$ cat src/rtl/rpl_pkg.sv
package rpl_pkg;
    typedef struct packed {
        logic strobe;
    } edge_state_t;
endpackage

$ cat src/rtl/rpl_strobe_edge.sv
module rpl_strobe_edge
    import rpl_pkg::*;
(
    input  logic clk,
    input  logic rst_n,
    input  logic rfsh_n,
    input  logic mreq_n,
    output logic fire
);
    edge_state_t st_d, st_q;
    logic        strobe_now;

    always_comb begin
        strobe_now = ~rfsh_n & ~mreq_n;
        st_d       = st_q;
        st_d.strobe = strobe_now;
        fire       = strobe_now & ~st_q.strobe;
    end

    always_ff @(posedge clk or negedge rst_n) begin
        if (!rst_n) st_q <= '0;
        else        st_q <= st_d;
    end

    AST_SINGLE_FIRE: assert property (@(posedge clk) disable iff (!rst_n)
        fire |=> !fire);

    AST_FIRE_NEEDS_BOTH: assert property (@(posedge clk) disable iff (!rst_n)
        fire |-> (!rfsh_n && !mreq_n));
endmodule

$ cat src/rtl/rpl_page_reg.sv
module rpl_page_reg #(
    parameter int PAGE_W = 4
) (
    input  logic              clk,
    input  logic              rst_n,
    input  logic              fire,
    input  logic              gate_hi,
    input  logic [PAGE_W-1:0] page_in,
    output logic [PAGE_W-1:0] page
);
    typedef struct packed {
        logic [PAGE_W-1:0] page;
    } page_state_t;

    page_state_t st_d, st_q;
    logic        load_en;

    always_comb begin
        st_d    = st_q;
        load_en = fire & ~gate_hi;
        if (load_en) st_d.page = page_in;
    end

    always_ff @(posedge clk or negedge rst_n) begin
        if (!rst_n) st_q <= '0;
        else        st_q <= st_d;
    end

    assign page = st_q.page;

    AST_HOLD_IDLE: assert property (@(posedge clk) disable iff (!rst_n)
        !fire |=> $stable(page));

    AST_HOLD_GATED: assert property (@(posedge clk) disable iff (!rst_n)
        (fire && gate_hi) |=> $stable(page));

    AST_LOAD_VALUE: assert property (@(posedge clk) disable iff (!rst_n)
        (fire && !gate_hi) |=> (page == $past(page_in)));
endmodule

$ cat src/rtl/rfsh_page_latch.sv
module rfsh_page_latch #(
    parameter int ADDR_W   = 16,
    parameter int PAGE_LSB = 8,
    parameter int PAGE_W   = 4,
    parameter int GATE_BIT = 7
) (
    input  logic              clk,
    input  logic              rst_n,
    input  logic [ADDR_W-1:0] addr,
    input  logic              rfsh_n,
    input  logic              mreq_n,
    output logic [PAGE_W-1:0] page
);
    localparam int PAGE_MSB = PAGE_LSB + PAGE_W - 1;

    logic fire;

    rpl_strobe_edge u_edge (
        .clk    (clk),
        .rst_n  (rst_n),
        .rfsh_n (rfsh_n),
        .mreq_n (mreq_n),
        .fire   (fire)
    );

    rpl_page_reg #(.PAGE_W(PAGE_W)) u_page (
        .clk     (clk),
        .rst_n   (rst_n),
        .fire    (fire),
        .gate_hi (addr[GATE_BIT]),
        .page_in (addr[PAGE_MSB:PAGE_LSB]),
        .page    (page)
    );

    AST_ORDINARY_ACCESS: assert property (@(posedge clk) disable iff (!rst_n)
        (rfsh_n && !mreq_n) |=> $stable(page));
endmodule

$ cat config.mk
export PLATFORM = sky130hd
export DESIGN_NAME = rfsh_page_latch
export DESIGN_NICKNAME = d
export VERILOG_FILES = /design/src/rtl/rpl_pkg.sv /design/src/rtl/rpl_strobe_edge.sv /design/src/rtl/rpl_page_reg.sv /design/src/rtl/rfsh_page_latch.sv
export SDC_FILE = /design/constraint.sdc
export NUM_CORES = 1
export LEC_CHECK = 0
export BUFFER_PORTS_ARGS = -buffer_cell sky130_fd_sc_hd__buf_2
export CORE_AREA = 2 2 39 41
export CTS_CLUSTER_SIZE = 10
export DETAILED_ROUTE_END_ITERATION = 8
export DIE_AREA = 0 0 41 43
export GPL_TIMING_DRIVEN = 0
export SLEW_MARGIN = 20
export SYNTH_ARGS = -nofsm -noshare
export SYNTH_HDL_FRONTEND = slang
export SYNTH_SLANG_ARGS = --single-unit
$ cat constraint.sdc
create_clock -name clk -period 1.7 [get_ports clk]
set_input_delay 0.085 -clock clk [delete_from_list [all_inputs] [get_ports clk]]
set_output_delay 0.085 -clock clk [all_outputs]
set_load 0.02 [all_outputs]
# After elaboration in Yosys (flattened, before gate mapping)
# Cells that the tools add are included.
word_totals:
  input_bits: 20
  elab_cells: 9
  out_inout_bits: 4
  register_bits: 5
op_classes:
  bitwise_logic: 7
ops:
  columns: ["op", "n"]
  rows:
  - ["$not 1->1", 4]
  - ["$and 1x1->1", 3]

# Logic depth before layout (Yosys ltp)
# Gate-level depths: netlist of the first run.
depth:
  word_depth: 4
  depth_mapped: 2
  depth_no_buf: 2

# By module
# From an unflattened synthesis of the first run, not the netlist that was laid out.
hier_totals:
  hier_cells: 12
  hier_area_um2: 212.7
by_module_without_submodules:
  columns: ["module", "area_each_um2", "cells_each", "instances"]
  rows:
  - ["rpl_page_reg", 173.9, 9, 1]
  - ["rpl_strobe_edge", 38.8, 3, 1]

# Least setup slack after synthesis of the first run
# No wires, ideal clock.
synth_timing:
  kind: "register to register"
  from: "register u_edge.st_q"
  to: "register u_page.st_q, in the netlist u_page.page[0]"
  arrival_time_ns: 1.083
  setup_time_ns: 0.125
  path_slack_ns: 0.492
  required_time_ns: 1.575
  period_less_slack_ns: 1.208
  path_stages_with_launch: 3
  path_cell_list: "dfrtp_1 nor4_4 mux2_2"
synth_via:
  elab_chain_len: 3
synth_rtl:
  columns: ["item", "line", "rtl"]
  rows:
  - ["start, declared", "rpl_strobe_edge.sv:10", "edge_state_t st_d, st_q;"]
  - ["start signal, assigned", "rpl_strobe_edge.sv:22", "else st_q <= st_d;"]
  - ["$not 1->1", "rpl_strobe_edge.sv:17", "fire = strobe_now & ~st_q.strobe;"]
  - ["$and 1x1->1", "rpl_strobe_edge.sv:17", null]
  - ["$and 1x1->1", "rpl_page_reg.sv:20", "load_en = fire & ~gate_hi;"]
  - ["end signal, assigned", "rpl_page_reg.sv:26", "else st_q <= st_d;"]
  - ["end, declared", "rpl_page_reg.sv:15", "page_state_t st_d, st_q;"]
# Every way passes these cells.
# A chain may end at the register's enable or synchronous reset.

# Final worst setup path of the first run
layout_timing:
  from: "register u_edge.st_q"
  to: "register u_page.st_q, in the netlist u_page.page[2]"
# The elaborated chain is that of the path after synthesis.

==> metrics.md, run 1 <==
| Metric | Value |
|---|---|
| Status | `finished clean` |
| Final ANT Viol Nets | `0` |
| Yosys top cell area share | `about 64%` |
| Worst hold slack | `0.0501 ns` |
| Layout cells sized above 1 | `between 70% and 80%` |
| Unrepaired setup endpoints after global routing | `false` |
| Chip width | `between 40 and 50 um` |
| Worst Tran Pin Value | `0.332 ns` |
| Worst setup EP type | `flop` |
| Final weighted congestion in routability-driven placement | `0.498` |
| MaxCap Viol Count | `0` |
| I/O Buffers | `12` |
| Crit path kind | `reg -> reg` |
| Starting density of the core | `14.1%` |
| Synth Area in Compound Gates | `0%` |
| CP Launch Type | `flop` |
| Root Buffer | `clkbuf_4` |
| Crit path max fanout | `4` |
| First-pass GRT wire length | `between 400 and 500 um` |
| Largest net degree at the start of global routing | `6` |
| Clk_skew | `~0.00019 ns` |
| Area Growth Syn to Fin | `59.6%` |
| Mean Syn Cell Area | `17.7 sq um` |
| Util after Layout | `between 20% and 30%` |
| Synth cell types | `4` |
| DRT Wirelength | `~370 um` |
| Multi-input gate area | `approximately 70 sq um` |
| Final TNS setup | `0 ns` |
| Highest clock rate | `a little under 800 MHz` |
| Hold-fix buffers, CTS | `1` |
| Wire length per cell | `~8.5 um` |
| Post-synthesis simple-gate area fraction | `12.8%` |
| Fill cells | `approximately 150` |
| Setup WS post-layout | `~0.44 ns` |
| Initial DRC count | `0` |
| Synth top area cells | `dfrtp_1 (64%), mux2_2 (23%), nor4_4 (11%)` |
| Hold depth | `2` |
| CTS tree | `yes` |
| Clk slew on worst S/H paths | `~0.040 ns` |
| Vias | `roughly 150` |
| CTS sink count | `5` |
| Nets | `49` |
| Tcrit/Tclk final | `about 74%` |
| Worst slack, placed | `roughly 0.42 ns` |
| Drt drc | `0` |
| Min-delay worst type | `in -> reg` |
| Die Y-Extent | `between 40 and 50 um` |
| H-tree levels | `1` |
| Synth Instances | `11` |
| Post_cts resized | `0` |
| Vias in the first global route | `roughly 140` |
| Adder and majority gate portion of the synthesized area | `0%` |
| Synthesis Warnings | `0` |
| Post-DP Area | `around 280 sq um` |
| I/O pin count | `24` |
| Clk_lat worst skew | `0.23 ns` |
| Clk buf depth | `2` |
| Tmin final | `about 1.3 ns` |
| Syn_nets | `31` |
| Initial antenna violation count | `0` |
| DIE AREA | `1760 sq um` |
| Cell Area, Synth | `just under 200 sq um` |
| CTS Buf Count | `3` |
| Count of state elements after synthesis | `5` |
| Leak | `0.147 nW` |
| WP data arrival | `about 1.4 ns` |
| Vias per inst | `3.39` |
| Slew Viols, Final | `0` |
| R2R cell count | `2` |
| Sequential Area | `125 sq um` |
| Rows | `14` |
| Core ar. | `1380 sq um` |
| Final Cell Area | `312 sq um` |
| GRT Util Overall | `just under 5%` |
| Sequential share of the synthesized area | `64.1%` |
| Final setup violation count | `0` |
| Hold Fails Final Rpt | `0` |
| P per Cell Area | `about 1200 nW/um^2` |
| Mux contribution to synthesized area | `23.1%` |
| Gr ovfl total | `0` |
| DR pass1 iterations | `1` |
| Synth area leader | `dfrtp_1` |
| Synth Area in XOR/XNOR | `0%` |
| Post-CTS setup buffer count | `0` |
| Slew margin rel. | `77.7%` |
| WP data required | `approximately 1.8 ns` |
| Main combinational cell family by area after synthesis | `multiplexers` |
| Diode count | `0` |
| Max VDD drop | `approximately 0.00019 V` |
[per-stage QoR]
| stage | cells | power [mW] |
|---|---|---|
| floorplan | 11 | 0.201 |
| global placement | 39 | 0.238 |
| detailed placement | 39 | 0.239 |
| CTS | 44 | 0.378 |
| global route | 44 | 0.404 |
| finish | 44 | 0.368 |
[metal layers]
layer | global-route usage (%) | vias to the layer above | routed length [um]
met5 | 0 | - | 0
met4 | 6.00 | 0 | 0
li1 | - | 72 | -
met2 | 6.25 | 13 | 162
met1 | 2.28 | 64 | 131
met3 | 6.28 | 0 | 80
[layout make-up]
class | count | area share (%)
well taps | 16 | 6.43
clock buffers | 4 | 8.43
flip-flops and latches | 5 | 40.2
multi-input cells | 6 | 22.5
repair buffers | 13 | 22.5
[registers in the layout, indices dropped and copies added (netlist names)]
register     count
u_page.page      4
u_edge.st_q      1
[cell usage in the layout (no fill, tap or decap)]
cell type and count:
dfrtp_1 5, nor2_1 1, dlygate4sd3_1 1, clkbuf_1 1, buf_2 12, clkbuf_4 3
nor4_4 1, mux2_2 4
[cells in the mapped netlist]
| cell | instances |
|---|---|
| nor4_4 | 1 |
| mux2_2 | 4 |
| nor2_1 | 1 |
| dfrtp_1 | 5 |
[report_power, final]
| group | switching (mW) | internal [mW] |
|---|---|---|
| Combinational | 0.0471 | 0.0391 |
| Sequential | 0.00966 | 0.141 |
| Clock | 0.0421 | 0.0883 |
[cell families (layout without fill, tap and decap cells)]
group,Yosys count,count (layout)
multiplexers,4,4
flip-flops,5,5
AND/OR/NAND/NOR,2,2
buffers and inverters,0,17
[worst max-delay path, cell delays in order (launching register included)]
cell and delay [ns]:
dfrtp_1 0.38, nor4_4 0.38, mux2_2 0.38
[worst paths after layout]
check,startpoint,endpoint,slack [ns]
worst max register to register,u_edge.st_q$_DFF_PN0_,u_page.page[2]$_DFFE_PN0P_,0.44
min in group asynchronous,rst_n,u_page.page[0]$_DFFE_PN0P_,0.20
worst min-delay path,rfsh_n,u_edge.st_q$_DFF_PN0_,0.05
worst max-delay path,u_edge.st_q$_DFF_PN0_,u_page.page[2]$_DFFE_PN0P_,0.44
max in group asynchronous,rst_n,u_page.page[2]$_DFFE_PN0P_,1.38
worst min register to register,u_page.page[1]$_DFFE_PN0P_,u_page.page[1]$_DFFE_PN0P_,0.50
Note: power is estimated with default switching activity, not from simulation.
==> run 2, diff against run 1 <==
==> constraint.sdc (replaced) <==
create_clock -name clk -period 1.3 [get_ports clk]
set_input_delay 0.065 -clock clk [delete_from_list [all_inputs] [get_ports clk]]
set_output_delay 0.065 -clock clk [all_outputs]
set_load 0.02 [all_outputs]
==> metrics.md, run 2 (synthesis results as in run 1) <==
| Metric | Value |
|---|---|
| DRT Wirelength | `384 um (+2.7%)` |
| Final weighted congestion in routability-driven placement | `0.498 (unchanged)` |
| Wire length per cell | `8.73 um (+2.7%)` |
| Clk_skew | `0.000191 ns (unchanged)` |
| WP data required | `1.42 ns (-0.40 ns)` |
| Worst slack, placed | `0.0228 ns (-0.400 ns)` |
| Setup WS post-layout | `0.166 ns (-0.271 ns)` |
| Leak | `0.147 nW (about the same)` |
| CTS tree | `yes` |
| I/O pin count | `24 (unchanged)` |
| Largest net degree at the start of global routing | `6 (unchanged)` |
| Gr ovfl total | `0 (unchanged)` |
| Min-delay worst type | `in -> reg` |
| Top Family by Delay on Critical Path | `flip-flops` |
| Worst Tran Pin Value | `0.332 ns (+0.000531 ns)` |
| Die Y-Extent | `43 um (unchanged)` |
| DIE AREA | `1760 sq um (unchanged)` |
| Slew Viols, Final | `0 (unchanged)` |
| Rows | `14 (unchanged)` |
| Max VDD drop | `0.000245 V (+31%)` |
| MaxCap Viol Count | `0 (unchanged)` |
| CP bufs+invs | `0 (unchanged)` |
| Layout cells sized above 1 | `71.4% (unchanged)` |
| Commonest non-fill, non-tap cell in the layout | `buf_2` |
| Tcrit/Tclk final | `87.2% (+13 points)` |
| Final ANT Viol Nets | `0 (unchanged)` |
| Vias per inst | `3.39 (unchanged)` |
| Reg2reg setup slack | `0.17 ns (-0.27 ns)` |
| Starting density of the core | `14.1% (unchanged)` |
| Initial DRC count | `0 (unchanged)` |
| H-tree levels | `1 (unchanged)` |
| Crit path largest cell delay | `0.39 ns (about the same)` |
| CP Cell Sequence | `nor4_4 > mux2_2` |
| Crit path max fanout | `4 (unchanged)` |
| Tmin final | `1.13 ns (-0.129 ns)` |
| Clk_lat worst skew | `0.23 ns (about the same)` |
| CTS sink count | `5 (unchanged)` |
| CP Launch Type | `flop` |
| CTS Buf Count | `3 (unchanged)` |
| Nets | `49 (unchanged)` |
| Diode count | `0 (unchanged)` |
| Slew margin rel. | `77.7% (about the same)` |
| Vias in the first global route | `137 (unchanged)` |
| Unrepaired setup endpoints after global routing | `false` |
| Highest clock rate | `882 MHz (+11%)` |
| Commonest cells after routing, fill and taps aside | `buf_2 (12), dfrtp_1 (5), mux2_2 (4)` |
| Drt drc | `0 (unchanged)` |
| Hold Fails Final Rpt | `0 (unchanged)` |
| DR pass1 iterations | `1 (unchanged)` |
| Root Buffer | `clkbuf_4` |
| Chip width | `41 um (unchanged)` |
| Core ar. | `1380 sq um (unchanged)` |
| Crit path kind | `reg -> reg` |
| Status | `finished clean` |
| Final TNS setup | `0 ns (unchanged)` |
| I/O Buffers | `12 (unchanged)` |
| Final setup violation count | `0 (unchanged)` |
| GRT Util Overall | `4.84% (unchanged)` |
| Initial antenna violation count | `0 (unchanged)` |
| Area Growth Syn to Fin | `59.6% (unchanged)` |
| Post_cts resized | `0 (unchanged)` |
| Clk slew on worst S/H paths | `0.04 ns (about the same)` |
| Clk buf depth | `2 (unchanged)` |
| Worst path slowest cell | `dfrtp_1` |
| Worst setup EP type | `flop` |
| Number of flip-flops in the largest register | `4 (unchanged)` |
| P per Cell Area | `1540 nW/um^2 (+31%)` |
| Vias | `149 (unchanged)` |
| WP data arrival | `1.25 ns (-0.13 ns)` |
| First-pass GRT wire length | `441 um (unchanged)` |
## run 2: worst paths after layout
kind	start	endpoint	cells after the start
min in group asynchronous	rst_n	u_page.page[0]$_DFFE_PN0P_	2
worst min register to register	u_page.page[1]$_DFFE_PN0P_	u_page.page[1]$_DFFE_PN0P_	1
worst max-delay path	u_edge.st_q$_DFF_PN0_	u_page.page[2]$_DFFE_PN0P_	2
max in group asynchronous	rst_n	u_page.page[2]$_DFFE_PN0P_	2
worst min-delay path	rfsh_n	u_edge.st_q$_DFF_PN0_	2
worst max register to register	u_edge.st_q$_DFF_PN0_	u_page.page[2]$_DFFE_PN0P_	2
## run 2: layout make-up
| class | instances | area (sq um) |
|---|---|---|
| Sequential cell | 5 | 125 |
| Timing Repair Buffer | 13 | 70.1 |
| Fill cell | 149 | 1070 |
| Tap cell | 16 | 20.0 |
| Clock buffer | 4 | 26.3 |
| Multi-Input combinational cell | 6 | 70.1 |
## run 2: where the power goes
part | internal (mW) | total (mW) | leakage [nW] | switching (mW)
clock | 0.115 | 0.170 | 0.0150 | 0.0550
combinational | 0.0513 | 0.113 | 0.0714 | 0.0617
sequential | 0.185 | 0.198 | 0.0604 | 0.0128
total | 0.352 | 0.481 | 0.147 | 0.129
## run 2: stage by stage
step | area [sq um] | hold slack, ns | power [mW] | util [%] | cells
after floorplan | 195 | -0.231 | 0.263 | - | 11
after global placement | 275 | -0.119 | 0.311 | 19.9 | 39
after detailed placement | 275 | -0.118 | 0.313 | 19.9 | 39
after CTS | 312 | 0.0243 | 0.494 | 22.5 | 44
after global routing | 312 | 0.0233 | 0.529 | 22.5 | 44
final | 312 | 0.0302 | 0.481 | 22.5 | 44
## run 2: routing by layer
layer / vias to the layer above / track usage [%] / part of all wire [%]
li1: 72 / - / -
met1: 64 / 2.28 / 37
met2: 13 / 6.25 / 42
met3: 0 / 6.28 / 21
met4: 0 / 6.00 / 0
met5: - / 0 / 0
## run 2: what timing repair did
action / 4_1_cts / 5_1_grt
setup endpoints to repair: 0 / 4
hold endpoints to repair: 5 / 0
buffers inserted: 0 / 0
hold buffers: 1 / 0
==> run 3, diff against run 2 <==
==> constraint.sdc (replaced) <==
create_clock -name clk -period 1.05 [get_ports clk]
set_input_delay 0.0525 -clock clk [delete_from_list [all_inputs] [get_ports clk]]
set_output_delay 0.0525 -clock clk [all_outputs]
set_load 0.02 [all_outputs]
==> metrics.md, run 3 (synthesis results as in run 1) <==
| Metric | Value |
|---|---|
| Die Y-Extent | `43 um (unchanged)` |
| Clk buf depth | `2 (unchanged)` |
| CTS Buf Count | `3 (unchanged)` |
| Slew Viols, Final | `0 (unchanged)` |
| Gr ovfl total | `0 (unchanged)` |
| First-pass GRT wire length | `634 um (+44%)` |
| Worst setup EP type | `flop` |
| I/O Buffers | `12 (unchanged)` |
| Vias in the first global route | `172 (+26%)` |
| Final setup violation count | `4 (+4)` |
| Vias per inst | `3.30 (-2.6%)` |
| Commonest non-fill, non-tap cell in the layout | `buf_2` |
| Hold Crit Start | `addr[9]` |
| Final weighted congestion in routability-driven placement | `0.540 (+8.4%)` |
| Reg2reg setup slack | `-0.09 ns (-0.26 ns)` |
| MaxCap Viol Count | `0 (unchanged)` |
| Highest clock rate | `875 MHz (-0.80%)` |
| Setup WS post-layout | `-0.0932 ns (-0.259 ns)` |
| Clk_lat worst skew | `0.24 ns (about the same)` |
| Starting density of the core | `14.1% (unchanged)` |
| Commonest cells after routing, fill and taps aside | `buf_2 (12), dfrtp_1 (5), mux2_2 (3), clkbuf_4 (3), dlygate4sd3_1 (3)` |
| P per Cell Area | `1810 nW/um^2 (+17%)` |
| Hold Path End | `u_page.page[1]$_DFFE_PN0P_` |
| Tmin final | `1.14 ns (+0.00918 ns)` |
| Core ar. | `1380 sq um (unchanged)` |
| Nets | `52 (+6.1%)` |
| DIE AREA | `1760 sq um (unchanged)` |
| Slew margin rel. | `87.9% (+10 points)` |
| Clk_skew | `0.00457 ns (+0.00438 ns)` |
| Largest net degree at the start of global routing | `6 (unchanged)` |
| Unrepaired setup endpoints after global routing | `true` |
| Vias | `155 (+4.0%)` |
| CP Cell Sequence | `nor4_4 > buf_4 > mux2_2` |
| Initial DRC count | `0 (unchanged)` |
| Fin cells | `47 (+6.8%)` |
| R2R cell count | `3 (+1)` |
| Hold depth | `2 (unchanged)` |
| Chip width | `41 um (unchanged)` |
| Worst path slowest cell | `dfrtp_1` |
| Number of flip-flops in the largest register | `4 (unchanged)` |
| DR pass1 iterations | `1 (unchanged)` |
| WP data arrival | `1.26 ns (about the same)` |
| GRT Util Overall | `6.14% (+1.3 points)` |
| I/O pin count | `24 (unchanged)` |
| Initial antenna violation count | `0 (unchanged)` |
| Worst Tran Pin Value | `0.181 ns (-0.151 ns)` |
| Wire length per cell | `9.83 um (+13%)` |
| Root Buffer | `clkbuf_4` |
| Max VDD drop | `0.000540 V (+120%)` |
| Diode count | `0 (unchanged)` |
| Hold Fails Final Rpt | `0 (unchanged)` |
| CP Launch Type | `flop` |
| Final ANT Viol Nets | `0 (unchanged)` |
| H-tree levels | `1 (unchanged)` |
| Clk slew on worst S/H paths | `0.05 ns (about the same)` |
| Violated checks | `setup timing` |
| Crit path kind | `reg -> reg` |
| Design Power | `0.619 mW (+29%)` |
| Area Growth Syn to Fin | `75.6%` |
| WP data required | `1.17 ns (-0.25 ns)` |
| Tcrit/Tclk final | `109% (+22 points)` |
| Reg2reg end | `u_page.page[3]$_DFFE_PN0P_` |
| Origin of the critical flop-to-flop path | `u_edge.st_q$_DFF_PN0_` |
| CTS sink count | `5 (unchanged)` |
| Final TNS setup | `-0.331 ns (-0.331 ns)` |
| Rows | `14 (unchanged)` |
| Crit path largest cell delay | `0.39 ns (about the same)` |
| DP Cell Count | `39 (unchanged)` |
| Layout cells sized above 1 | `67.7% (-3.7 points)` |
| Leak | `0.164 nW (+12%)` |
| Drt drc | `0 (unchanged)` |
| DRT Wirelength | `462 um (+20%)` |
| Post-DP Area | `275 sq um (unchanged)` |
| Final Cell Area | `343 sq um (+10%)` |
| Min-delay worst type | `in -> reg` |
| CTS tree | `yes` |
| Worst slack, placed | `-0.112 ns (-0.135 ns)` |
| Status | `finished with violations` |
| Crit path max fanout | `4 (unchanged)` |
[run 3: cell types whose count changed in the layout (fill, tap and decap cells not counted)]
cell | before | now
dlygate4sd3_1 | 1 | 3
mux2_4 | 0 | 1
mux2_2 | 4 | 3
buf_4 | 0 | 1
[run 3: per-layer routing]
metal / part of all wire [%] / up-vias / global-route usage [%] / routed length (um)
met5: 0 / - / 0 / 0
met4: 0 / 0 / 6.00 / 0
met3: 14 / 0 / 4.71 / 66
met2: 40 / 13 / 8.44 / 187
met1: 45 / 63 / 5.19 / 208
li1: - / 79 / - / -
[run 3: area by class of cell]
class / count / area [sq um]
Multi-Input combinational cell: 6 / 73.8
Clock buffer: 4 / 26.3
Timing Repair Buffer: 16 / 97.6
Tap cell: 16 / 20.0
Sequential cell: 5 / 125
Fill cell: 146 / 1040
[run 3: what timing repair did]
action / 4_1_cts / 5_1_grt
endpoints found under the hold margin: 6 / 0
hold buffers: 3 / 0
buffers inserted: 1 / 0
gates resized for setup: 1 / 0
endpoints found under the setup margin: 4 / 4
[run 3: how the worst max path moves through the flow]
stage	from	endpoint	slack (ns)
finish	u_edge.st_q$_DFF_PN0_	u_page.page[3]$_DFFE_PN0P_	-0.09
global route	u_edge.st_q$_DFF_PN0_	u_page.page[0]$_DFFE_PN0P_	-0.14
CTS	u_edge.st_q$_DFF_PN0_	u_page.page[0]$_DFFE_PN0P_	-0.09
detailed placement	u_edge.st_q$_DFF_PN0_	u_page.page[0]$_DFFE_PN0P_	-0.11
global placement	u_edge.st_q$_DFF_PN0_	u_page.page[2]$_DFFE_PN0P_	-0.08
floorplan	u_edge.st_q$_DFF_PN0_	u_page.page[0]$_DFFE_PN0P_	-0.02
[run 3: critical path: cells and delay by family (launching register included)]
kind | cells | cell delay, ns
simple gates | 1 | 0.13
buf+inv | 1 | 0.18
mux | 1 | 0.33
flops | 1 | 0.39
[run 3: where the power goes]
group          total [mW]  switching (mW)  internal (mW)
Sequential          0.244          0.0155          0.229
Clock               0.223          0.0797          0.144
Combinational       0.152          0.0772         0.0746
Total               0.619           0.172          0.447
[run 3: metrics by stage]
stage / util (%) / hold slack [ns]
floorplan: - / -0.243
CTS: 24.8 / 0.0271
global placement: 19.9 / -0.130
global route: 24.8 / 0.0396
finish: 24.8 / 0.0403
detailed placement: 19.9 / -0.129
